===== src/rtl/pio_pkg.sv =====
package pio_pkg;

  localparam int unsigned BUS_W = 32;
  localparam int unsigned NREG  = 6;

  typedef enum logic [2:0] {
    SEL_DIR = 3'd0,
    SEL_DAT = 3'd1,
    SEL_IEN = 3'd2,
    SEL_CHG = 3'd3,
    SEL_WMK = 3'd4,
    SEL_TYP = 3'd5
  } reg_sel_e;

endpackage


===== src/rtl/pio_sync.sv =====
module pio_sync #(
  parameter int unsigned W = 32
) (
  input  logic         clk,
  input  logic         rst_n,
  input  logic [W-1:0] d_i,
  output logic [W-1:0] q_o
);

  logic [W-1:0] meta_q;
  logic [W-1:0] stable_q;

  always_ff @(posedge clk or negedge rst_n) begin
    if (!rst_n) begin
      meta_q   <= '0;
      stable_q <= '0;
    end else begin
      meta_q   <= d_i;
      stable_q <= meta_q;
    end
  end

  assign q_o = stable_q;

endmodule


===== src/rtl/pio_edge.sv =====
module pio_edge #(
  parameter int unsigned W = 32
) (
  input  logic         clk,
  input  logic         rst_n,
  input  logic [W-1:0] lvl_i,
  input  logic [W-1:0] clr_i,
  output logic [W-1:0] edge_o,
  output logic [W-1:0] chg_o
);

  logic [W-1:0] prev_q;
  logic [W-1:0] chg_q;
  logic [W-1:0] chg_d;
  logic         chg_en;

  // either direction of transition counts as an event
  assign edge_o = lvl_i ^ prev_q;

  // set wins over clear so a colliding event is kept
  always_comb begin
    chg_d  = (chg_q & ~clr_i) | edge_o;
    chg_en = (|clr_i) | (|edge_o);
  end

  always_ff @(posedge clk or negedge rst_n) begin
    if (!rst_n) begin
      prev_q <= '0;
    end else begin
      prev_q <= lvl_i;
    end
  end

  always_ff @(posedge clk or negedge rst_n) begin
    if (!rst_n) begin
      chg_q <= '0;
    end else if (chg_en) begin
      chg_q <= chg_d;
    end
  end

  assign chg_o = chg_q;

endmodule


===== src/rtl/pio_regs.sv =====
module pio_regs
  import pio_pkg::*;
#(
  parameter int unsigned W      = 32,
  parameter int unsigned ADDR_W = 8
) (
  input  logic              clk,
  input  logic              rst_n,
  input  logic              wr_i,
  input  logic [ADDR_W-1:0] addr_i,
  input  logic [BUS_W-1:0]  wdata_i,
  input  logic [W-1:0]      lvl_i,
  input  logic [W-1:0]      chg_i,
  output logic [BUS_W-1:0]  rdata_o,
  output logic [W-1:0]      dir_o,
  output logic [W-1:0]      dat_o,
  output logic [W-1:0]      ien_o,
  output logic [W-1:0]      clr_o
);

  logic [2:0]      sel;
  logic            hit;
  logic [NREG-1:0] we;
  logic [W-1:0]    wval;

  logic [W-1:0] dir_q, dir_d;
  logic [W-1:0] dat_q, dat_d;
  logic [W-1:0] ien_q, ien_d;
  logic [W-1:0] wmk_q, wmk_d;
  logic [W-1:0] typ_q, typ_d;

  assign sel  = addr_i[4:2];
  assign hit  = (addr_i[ADDR_W-1:5] == '0) && (sel <= SEL_TYP);
  assign wval = wdata_i[W-1:0];

  for (genvar g = 0; g < NREG; g++) begin : g_we
    assign we[g] = wr_i && hit && (sel == 3'(g));
  end

  always_comb begin
    dir_d = we[SEL_DIR] ? wval : dir_q;
    dat_d = we[SEL_DAT] ? wval : dat_q;
    ien_d = we[SEL_IEN] ? wval : ien_q;
    wmk_d = we[SEL_WMK] ? wval : wmk_q;
    typ_d = we[SEL_TYP] ? wval : typ_q;
    clr_o = we[SEL_CHG] ? wval : '0;
  end

  always_ff @(posedge clk or negedge rst_n) begin
    if (!rst_n) begin
      dir_q <= '0;
      dat_q <= '0;
      ien_q <= '0;
      wmk_q <= '0;
      typ_q <= '0;
    end else if (wr_i && hit) begin
      dir_q <= dir_d;
      dat_q <= dat_d;
      ien_q <= ien_d;
      wmk_q <= wmk_d;
      typ_q <= typ_d;
    end
  end

  always_comb begin
    rdata_o = '0;
    if (hit) begin
      unique case (sel)
        SEL_DIR: rdata_o = BUS_W'(dir_q);
        SEL_DAT: rdata_o = BUS_W'((dir_q & dat_q) | (~dir_q & lvl_i));
        SEL_IEN: rdata_o = BUS_W'(ien_q);
        SEL_CHG: rdata_o = BUS_W'(chg_i);
        SEL_WMK: rdata_o = BUS_W'(wmk_q);
        SEL_TYP: rdata_o = BUS_W'(typ_q);
        default: rdata_o = '0;
      endcase
    end
  end

  assign dir_o = dir_q;
  assign dat_o = dat_q;
  assign ien_o = ien_q;

endmodule


===== src/rtl/pio_ctrl.sv =====
module pio_ctrl
  import pio_pkg::*;
#(
  parameter int unsigned NLINES = 32,
  parameter int unsigned ADDR_W = 8
) (
  input  logic              clk,
  input  logic              rst_n,
  input  logic [ADDR_W-1:0] bus_addr,
  input  logic              bus_wr,
  input  logic [BUS_W-1:0]  bus_wdata,
  output logic [BUS_W-1:0]  bus_rdata,
  input  logic [NLINES-1:0] pad_in,
  output logic [NLINES-1:0] pad_out,
  output logic [NLINES-1:0] pad_oe,
  output logic              irq
);

  logic [1:0]        rst_pipe_q;
  logic              rst_q_n;
  logic [NLINES-1:0] lvl_v;
  logic [NLINES-1:0] edge_v;
  logic [NLINES-1:0] chg_q;
  logic [NLINES-1:0] clr_v;
  logic [NLINES-1:0] dir_q;
  logic [NLINES-1:0] dat_q;
  logic [NLINES-1:0] ien_q;

  always_ff @(posedge clk or negedge rst_n) begin
    if (!rst_n) begin
      rst_pipe_q <= '0;
    end else begin
      rst_pipe_q <= {rst_pipe_q[0], 1'b1};
    end
  end
  assign rst_q_n = rst_pipe_q[1];

  pio_sync #(.W(NLINES)) u_sync (
    .clk   (clk),
    .rst_n (rst_q_n),
    .d_i   (pad_in),
    .q_o   (lvl_v)
  );

  pio_edge #(.W(NLINES)) u_edge (
    .clk    (clk),
    .rst_n  (rst_q_n),
    .lvl_i  (lvl_v),
    .clr_i  (clr_v),
    .edge_o (edge_v),
    .chg_o  (chg_q)
  );

  pio_regs #(.W(NLINES), .ADDR_W(ADDR_W)) u_regs (
    .clk     (clk),
    .rst_n   (rst_q_n),
    .wr_i    (bus_wr),
    .addr_i  (bus_addr),
    .wdata_i (bus_wdata),
    .lvl_i   (lvl_v),
    .chg_i   (chg_q),
    .rdata_o (bus_rdata),
    .dir_o   (dir_q),
    .dat_o   (dat_q),
    .ien_o   (ien_q),
    .clr_o   (clr_v)
  );

  assign pad_out = dat_q;
  assign pad_oe  = dir_q;
  assign irq     = |(chg_q & ien_q);

endmodule


===== config.mk =====
export PLATFORM = sky130hd
export DESIGN_NAME = pio_ctrl
export DESIGN_NICKNAME = d
export VERILOG_FILES = /design/src/rtl/pio_pkg.sv /design/src/rtl/pio_sync.sv /design/src/rtl/pio_edge.sv /design/src/rtl/pio_regs.sv /design/src/rtl/pio_ctrl.sv
export SDC_FILE = /design/constraint.sdc
export NUM_CORES = 1
export LEC_CHECK = 0
export BUFFER_PORTS_ARGS = -buffer_cell sky130_fd_sc_hd__buf_4
export CAP_MARGIN = 15
export CORE_AREA = 2 2 157 159
export DETAILED_ROUTE_END_ITERATION = 8
export DIE_AREA = 0 0 159 161
export PLACE_DENSITY = 0.77
export RECOVER_POWER = 25
export SKIP_LAST_GASP = 1
export SLEW_MARGIN = 20
export SYNTH_ARGS = -nofsm -noshare
export SYNTH_HDL_FRONTEND = slang
export SYNTH_HIERARCHICAL = 1
export SYNTH_SLANG_ARGS = --single-unit

===== constraint.sdc =====
create_clock -name clk -period 9.1 [get_ports clk]
set_input_delay 1.82 -clock clk [delete_from_list [all_inputs] [get_ports clk]]
set_output_delay 1.82 -clock clk [all_outputs]
set_load 0.01 [all_outputs]

==> run metrics, run 1 <==
outcome finished with violations; failing checks max-capacitance violations, max-slew violations; clk sink count 290; chip width 159 µm; Slew Limit Fails 144; Post-Syn Nets 986; R2R cell count 1; H-tree depth 1; Post-Place Setup Slack 2.78 ns; #FFs+latches synth 290; Crit path top cell by count buf_4; Die Ht 161 µm; largest net degree at the start of global routing 85; Cells after DPL 1,363; Final ANT Viol Nets 0; die area 25,600 µm²; Fin. Hold Viols 0; Setup Crit Path Kind in -> out; clock skew 0.00949 ns; CTS tree built; post-route worst setup slack 2.64 ns; Least-Margin Pin Slew 4.33 ns; crit end category output port; Lkg Pwr 0.00700 µW; worst path bufs/invs 2; Placed Area 13,800 µm²; Clock transition at path regs 0.06 ns; synth unique cells 40; Core Region 24,000 µm²; Tcrit/Tclk final 0.710; Max Cap Viol 2; first-pass GRT wire length 47.5 mm; minimum clock period 6.46 ns; GR Util All Layers 0.237; share of layout cells above drive strength 1 0.361; row count 57; Port Buffer Count 169; Ports 172; Setup Buffers After CTS 0; synth warn 6; crit start category input pin; initial antenna violation count 0; final setup violation count 0; peak supply drop 0.190 mV; Diodes inserted 0; drt wl/cell 21.2 µm; Rel. slew slack -1.88; crit-path cells buf_4, nand2b_1, nor2_1, a221oi_1, a21oi_1, buf_4; cell count along the critical path 6; Final Non-Filler Cells 1,423; sequential share of the synthesized area 0.589; crit-path max FO 49; drt first-iter violations 509; gpl congestion 0.752; fmax 155 MHz; area grow syn2layout 21.0%; grt ovf 0; critical-path cell with the highest stage delay nor2_1; drc violations 0; fin nets 1,149; CP peak stage delay 1.02 ns; post-CTS sizing 0; Power Density 207 nW/µm²; Setup Total Neg Slack 0 ns; vias per inst 5.59; hold buffers post-CTS 0; Synth Instances 911; RSZ-0062 raised after global routing no; Critical Path AT 4.64 ns; DR vias 7,949; CTS Buf Count 31; Clock Path Buffers 3; initial core utilization 0.514; worst hold path class reg -> reg; Root Buffer clkbuf_16; synthesized cell area 12,300 µm²; DRT Wirelength 30.1 mm; number of detailed-route iterations in the first pass 5; Crit path required time 7.28 ns; CP top delay family simple AND/OR/NAND/NOR gates; post-route cell area 14,900 µm²; synthesized area per cell 13.5 µm²; clock latency on the worst-skew pair 0.56 ns; WHS Path Cells 0; post-DP HPWL 19.3 mm; vias in the first global route 8,260
==> registers in the layout, summed over array words and instances (netlist names) <==
signal,count
u_edge/chg_o,32
u_edge/prev_q,32
u_regs/dat_o,32
u_regs/dir_o,32
u_regs/ien_o,32
u_regs/typ_q,32
u_regs/wmk_q,32
u_sync/meta_q,32
u_sync/q_o,32
rst_pipe_q,2
==> kinds of logic after synthesis <==
logic type,after synthesis,share of synthesized area
flops,290,0.589
compound gates,166,0.0892
mux,247,0.226
xor+xnor,32,0.0228
simple gates,88,0.0388
buf+inv,87,0.0334
other cells,1,0.000304
==> final cells by class <==
cell class	count	area [µm²]
fill	1881	9060
inverter	37	139
clock buffer	49	933
sequential	290	7260
tap	324	405
timing repair buffer	180	1360
clock inverter	9	110
multi-input combinational	534	4700
==> cell usage in the layout, fill, tap and decap left out, types with 3 or more instances in the layout <==
master and n:
a221oi_1 3, clkbuf_16 31, nand3_1 7, dfrtp_1 290, clkbuf_1 13, o22ai_1 25
and2_1 32, nand4_1 4, a211oi_1 14, mux2i_1 83, nor2_1 24, clkbuf_8 9
clkinv_2 5, a21o_1 32, o21a_1 16, mux2_2 133, and3_1 3, nand2_1 3
o21ai_0 10, buf_4 144, xor2_1 32, mux2_4 30, a22oi_1 17, clkbuf_4 30
a21oi_1 42, inv_1 36, nand3b_1 3
==> Yosys cell counts <==
cell	count	share of area
a22oi_1	17	0.010
a21o_1	32	0.020
a31oi_1	2	0.0010
o21ai_0	10	0.0041
nand2b_1	2	0.0010
nand2_1	3	0.00091
or3_1	1	0.00051
or3b_1	1	0.00071
o21a_1	16	0.0098
mux2_4	30	0.037
a22oi_2	1	0.0010
mux2i_1	83	0.067
nand4_1	4	0.0020
a211oi_1	14	0.0085
and3_1	4	0.0020
o2bb2ai_1	2	0.0014
buf_6	2	0.0018
or4_1	1	0.00061
mux2_1	1	0.00091
nor2_1	24	0.0073
nor4_1	1	0.00051
a2111oi_0	1	0.00071
dfrtp_1	290	0.59
xor2_1	32	0.023
conb_1	1	0.00030
o22ai_1	25	0.013
and2_1	32	0.016
buf_1	6	0.0018
buf_12	3	0.0049
a221oi_1	3	0.0021
a2111o_1	1	0.00091
nand3b_1	3	0.0018
a21oi_1	42	0.017
inv_2	1	0.00030
mux2_2	133	0.12
inv_1	36	0.011
buf_2	17	0.0069
nand3_1	10	0.0041
clkbuf_1	22	0.0067
nor2b_1	2	0.0010
==> power by group <==
group          switching (µW)  total, µW  internal, µW
clock network             501       1260           758
registers                86.0       1480          1390
logic                     160        346           186
==> final timing paths <==
path	end	slack, ns	startpoint
max in group asynchronous	u_regs/typ_q[11]	3.08	rst_pipe_q[1]
setup reg to reg	u_regs/typ_q[11]	3.08	rst_pipe_q[1]
setup / recovery	bus_rdata[25]	2.64	bus_addr[3]
min in group asynchronous	u_sync/meta_q[27]	0.96	rst_pipe_q[1]
hold reg to reg	u_sync/q_o[16]	0.35	u_sync/meta_q[16]
hold / removal	u_sync/q_o[16]	0.35	u_sync/meta_q[16]
==> metrics by stage <==
| stage | power [µW] | util | hold WS (ns) |
|---|---|---|---|
| floorplan | 1690 | - | 0.331 |
| global placement | 1830 | 0.577 | 0.331 |
| detailed placement | 1850 | 0.577 | 0.335 |
| CTS | 3110 | 0.620 | 0.341 |
| global route | 3210 | 0.622 | 0.351 |
| finish | 3080 | 0.622 | 0.346 |
==> routing by layer <==
layer  up-vias  GRT usage  wire [µm]
li1       3561          -          -
met1      4062      0.340      13400
met2       272      0.381      14100
met3        54     0.0406       1930
met4         0     0.0603        739
met5         -          0          0
(Power assumes the default switching activity.)
==> inputs of run 2 (changes only) <==
ABC_AREA = 1   (was unset)
CORE_AREA = 2 2 160 162   (was 2 2 157 159)
DIE_AREA = 0 0 162 164   (was 0 0 159 161)
PLACE_DENSITY = 0.76   (was 0.77)
clock period = 6.12 ns   (was 9.1 ns; I/O delays follow)
==> run metrics, run 2 <==
final core utilization 0.636; Diodes inserted 0; Rel. slew slack -0.611; Lkg Pwr 0.00853 µW; post-CTS sizing 0; row count 58; crit-path max FO 30; failing checks max-capacitance violations, max-slew violations; crit start category input pin; synthesized area per cell 7.73 µm²; Fin. Hold Viols 0; final setup violation count 0; CTS Buf Count 31; Power Density 295 nW/µm²; first-pass GRT wire length 60.4 mm; Clock transition at path regs 0.06 ns; Tcrit/Tclk final 0.711; initial antenna violation count 0; clock skew 0.0106 ns; drt first-iter violations 1,161; clock latency on the worst-skew pair 0.55 ns; post-DP HPWL 21.9 mm; synth warn 6; Final ANT Viol Nets 0; Clock Path Buffers 3; Setup Crit Path Kind in -> out; initial core utilization 0.537; H-tree depth 1; number of detailed-route iterations in the first pass 5; RSZ-0062 raised after global routing no; area grow syn2layout 18.3%; sw frac 0.265; Synth Instances 1,724; Least-Margin Pin Slew 2.42 ns; CTS tree built; DRT Wirelength 36.9 mm; Core Region 24,800 µm²; Ports 172; clock share of power 0.400; chip width 162 µm; combinational power share 0.126; die area 26,600 µm²; crit end category output port; vias in the first global route 11,700; fmax 230 MHz; outcome finished with violations; Setup Buffers After CTS 0; drt wl/cell 16.8 µm; Crit path required time 4.90 ns; fin nets 1,922; vias per inst 5.43; Max Cap Viol 2; share of layout cells above drive strength 1 0.130; synthesized cell area 13,300 µm²; worst hold path class reg -> reg; Root Buffer clkbuf_16; grt ovf 0; Slew Limit Fails 147; largest net degree at the start of global routing 86; DR vias 11,900; hold buffers post-CTS 0; most common cell after layout, fill and taps aside nand2_1; gpl congestion 0.802; peak supply drop 0.213 mV; drc violations 0; Setup Total Neg Slack 0 ns; minimum clock period 4.35 ns; Post-Syn Nets 1,799; most frequent cells in the layout nand2_1, dfrtp_1, inv_1; Psw 1230 µW; Sequential Power Share 0.475; GR Util All Layers 0.284; Port Buffer Count 169; Die Ht 164 µm; Critical Path AT 3.13 ns; Int Pwr 3430 µW; clk sink count 290
[run 2: power groups by stage]
stage	clock (µW)	combinational, µW	sequential (µW)
floorplan	0	278	2260
global placement	0	565	2240
detailed placement	0	585	2250
CTS	1890	588	2210
global route	1980	660	2240
finish	1860	586	2210
[run 2: layout make-up]
cell class / count / area [µm²]
Tap cell: 330 / 413
Timing Repair Buffer: 189 / 1410
Sequential cell: 290 / 7260
Clock inverter: 7 / 110
Fill cell: 2204 / 9040
Clock buffer: 47 / 896
Inverter: 197 / 741
Multi-Input combinational cell: 1138 / 4950
[run 2: worst max-delay path: stages]
cell and delay, ns:
buf_4 0.33, nand2_1 0.16, nor2_4 0.48, buf_4 0.38, nand2_1 0.10, nand2_1 0.07, inv_1 0.04, a21oi_1 0.17
buf_4 0.15
[run 2: per-stage QoR]
step | cell area, µm² | instances | hold WS [ns] | total power [µW] | worst slack (ns)
after global placement | 14800 | 2144 | 0.331 | 2800 | 1.84
after floorplan | 13300 | 1724 | 0.331 | 2540 | 1.37
after global routing | 15800 | 2198 | 0.351 | 4880 | 1.21
final | 15800 | 2198 | 0.343 | 4660 | 1.77
after detailed placement | 14800 | 2144 | 0.335 | 2830 | 1.81
after CTS | 15800 | 2198 | 0.344 | 4690 | 1.80
[run 2: routing by layer]
layer  GRT usage  vias up  wire length, µm
met1       0.380     5687            15300
met4       0.109        0             1260
li1            -     5680                -
met2       0.470      472            17400
met3      0.0460       95             2970
met5           0        -                0
[run 2: worst paths after layout]
| path | endpoint | startpoint | cells past startpoint | slack [ns] |
|---|---|---|---|---|
| worst max-delay path | bus_rdata[30] | bus_addr[2] | 9 | 1.77 |
| max in group asynchronous | u_edge/prev_q[14] | rst_pipe_q[1] | 1 | 2.02 |
| worst min register to register | u_sync/q_o[6] | u_sync/meta_q[6] | 0 | 0.34 |
| min in group asynchronous | rst_pipe_q[0] | rst_n | 1 | 0.45 |
| worst min-delay path | u_sync/q_o[6] | u_sync/meta_q[6] | 0 | 0.34 |
| worst max register to register | u_edge/prev_q[14] | rst_pipe_q[1] | 1 | 2.02 |
==> inputs of run 3 (changes only) <==
clock period = 4.2 ns   (was 6.12 ns; I/O delays follow)
==> run metrics, run 3 (synthesis gave the netlist of run 2 again) <==
Die Ht 164 µm; Root Buffer clkbuf_16; fmax 296 MHz; CTS Buf Count 31; crit-path cells buf_4, inv_2, nand2_1, nor2_4, buf_4, nand2_1, nand2_1, inv_1, a21oi_1, buf_4; Crit path required time 3.36 ns; Clock Path Buffers 3; R2R cell count 1; drt first-iter violations 1,094; DRT Wirelength 37.2 mm; Lkg Pwr 0.00863 µW; clk sink count 290; Ports 172; initial core utilization 0.537; worst hold path class in -> async; post-CTS sizing 0; minimum clock period 3.38 ns; DR vias 12,000; Setup Buffers After CTS 0; CP peak stage delay 0.37 ns; worst r2r dst u_edge/chg_o[28]; Tcrit/Tclk final 0.805; GR Util All Layers 0.283; die area 26,600 µm²; Core Region 24,800 µm²; Slew Limit Fails 70; hold buffers post-CTS 0; Worst R2R Setup Slack 1.08 ns; Max Cap Viol 1; Port Buffer Count 169; peak supply drop 0.433 mV; grt ovf 0; post-DP HPWL 22.8 mm; Placed Area 14,900 µm²; chip width 162 µm; Setup Total Neg Slack 0 ns; Diodes inserted 0; Rel. slew slack -1.03; crit end category output port; post-route cell area 16,000 µm²; row count 58; RSZ-0062 raised after global routing no; R2R Path Start rst_pipe_q[1]; outcome finished with violations; worst hold slack 0.0591 ns; vias in the first global route 11,700; Final ANT Viol Nets 0; initial antenna violation count 0; crit start category input pin; Post-Place Setup Slack 0.860 ns; worst setup path endpoint bus_rdata[24]; largest net degree at the start of global routing 73; vias per inst 5.43; most common cell after layout, fill and taps aside nand2_1; critical-path cell with the highest stage delay buf_4; most frequent cells in the layout nand2_1, dfrtp_1, inv_1; fin nets 1,931; Fin. Hold Viols 0; drc violations 0; Least-Margin Pin Slew 3.05 ns; gpl congestion 0.816; clock skew 0.00703 ns; first-pass GRT wire length 59.9 mm; Power Density 433 nW/µm²; crit-path max FO 36; Crit. Startpoint bus_addr[3]; CTS tree built; Clock transition at path regs 0.06 ns; share of layout cells above drive strength 1 0.137; H-tree depth 1; number of detailed-route iterations in the first pass 6; area grow syn2layout 19.9%; final setup violation count 0; Critical Path AT 2.54 ns; drt wl/cell 16.8 µm; failing checks max-capacitance violations, max-slew violations; clock latency on the worst-skew pair 0.55 ns; Setup Crit Path Kind in -> out; post-route worst setup slack 0.821 ns
[run 3: changes by cell type in the layout (fill, tap and decap cells not counted), sizes merged]
cell,change
buf,+9
clkinv,+2
inv,+1
[run 3: power breakdown]
group | switching [µW] | internal (µW)
Sequential | 186 | 3040
Clock | 1110 | 1710
Combinational | 536 | 333
[run 3: worst max-delay path, delay by kind of cell]
family | cells | cell delay [ns]
buffers and inverters | 5 | 0.91
AOI/OAI and AO/OA | 1 | 0.18
and+or+nand+nor | 4 | 0.61
[run 3: worst min path at each step]
stage / end / slack [ns] / cells past startpoint
2_1_floorplan: rst_pipe_q[1] / 0.33 / 0
3_3_place_gp: u_sync/q_o[19] / 0.33 / 0
3_5_place_dp: rst_pipe_q[1] / 0.33 / 0
4_1_cts: rst_pipe_q[1] / 0.04 / 1
5_1_grt: rst_pipe_q[0] / 0.05 / 1
6_report: rst_pipe_q[0] / 0.06 / 1
[run 3: cell type report]
class / count / area [µm²]
Clock buffer: 47 / 936
Clock inverter: 10 / 133
Fill cell: 2149 / 8840
Inverter: 197 / 741
Multi-Input combinational cell: 1138 / 4950
Sequential cell: 290 / 7260
Tap cell: 330 / 413
Timing Repair Buffer: 198 / 1550
[run 3: stage by stage]
| stage | util | std cells | total power, µW |
|---|---|---|---|
| after floorplan | - | 1724 | 3700 |
| after global placement | 0.601 | 2153 | 4100 |
| after detailed placement | 0.601 | 2153 | 4130 |
| after CTS | 0.644 | 2210 | 6950 |
| after global routing | 0.644 | 2210 | 7210 |
| final | 0.644 | 2210 | 6910 |
[run 3: metal layers]
metal | vias to the layer above | wire length (µm) | track usage
met5 | - | 0 | 0
met2 | 449 | 18300 | 0.489
li1 | 5693 | - | -
met3 | 70 | 2550 | 0.0402
met4 | 0 | 896 | 0.0829
met1 | 5778 | 15400 | 0.373
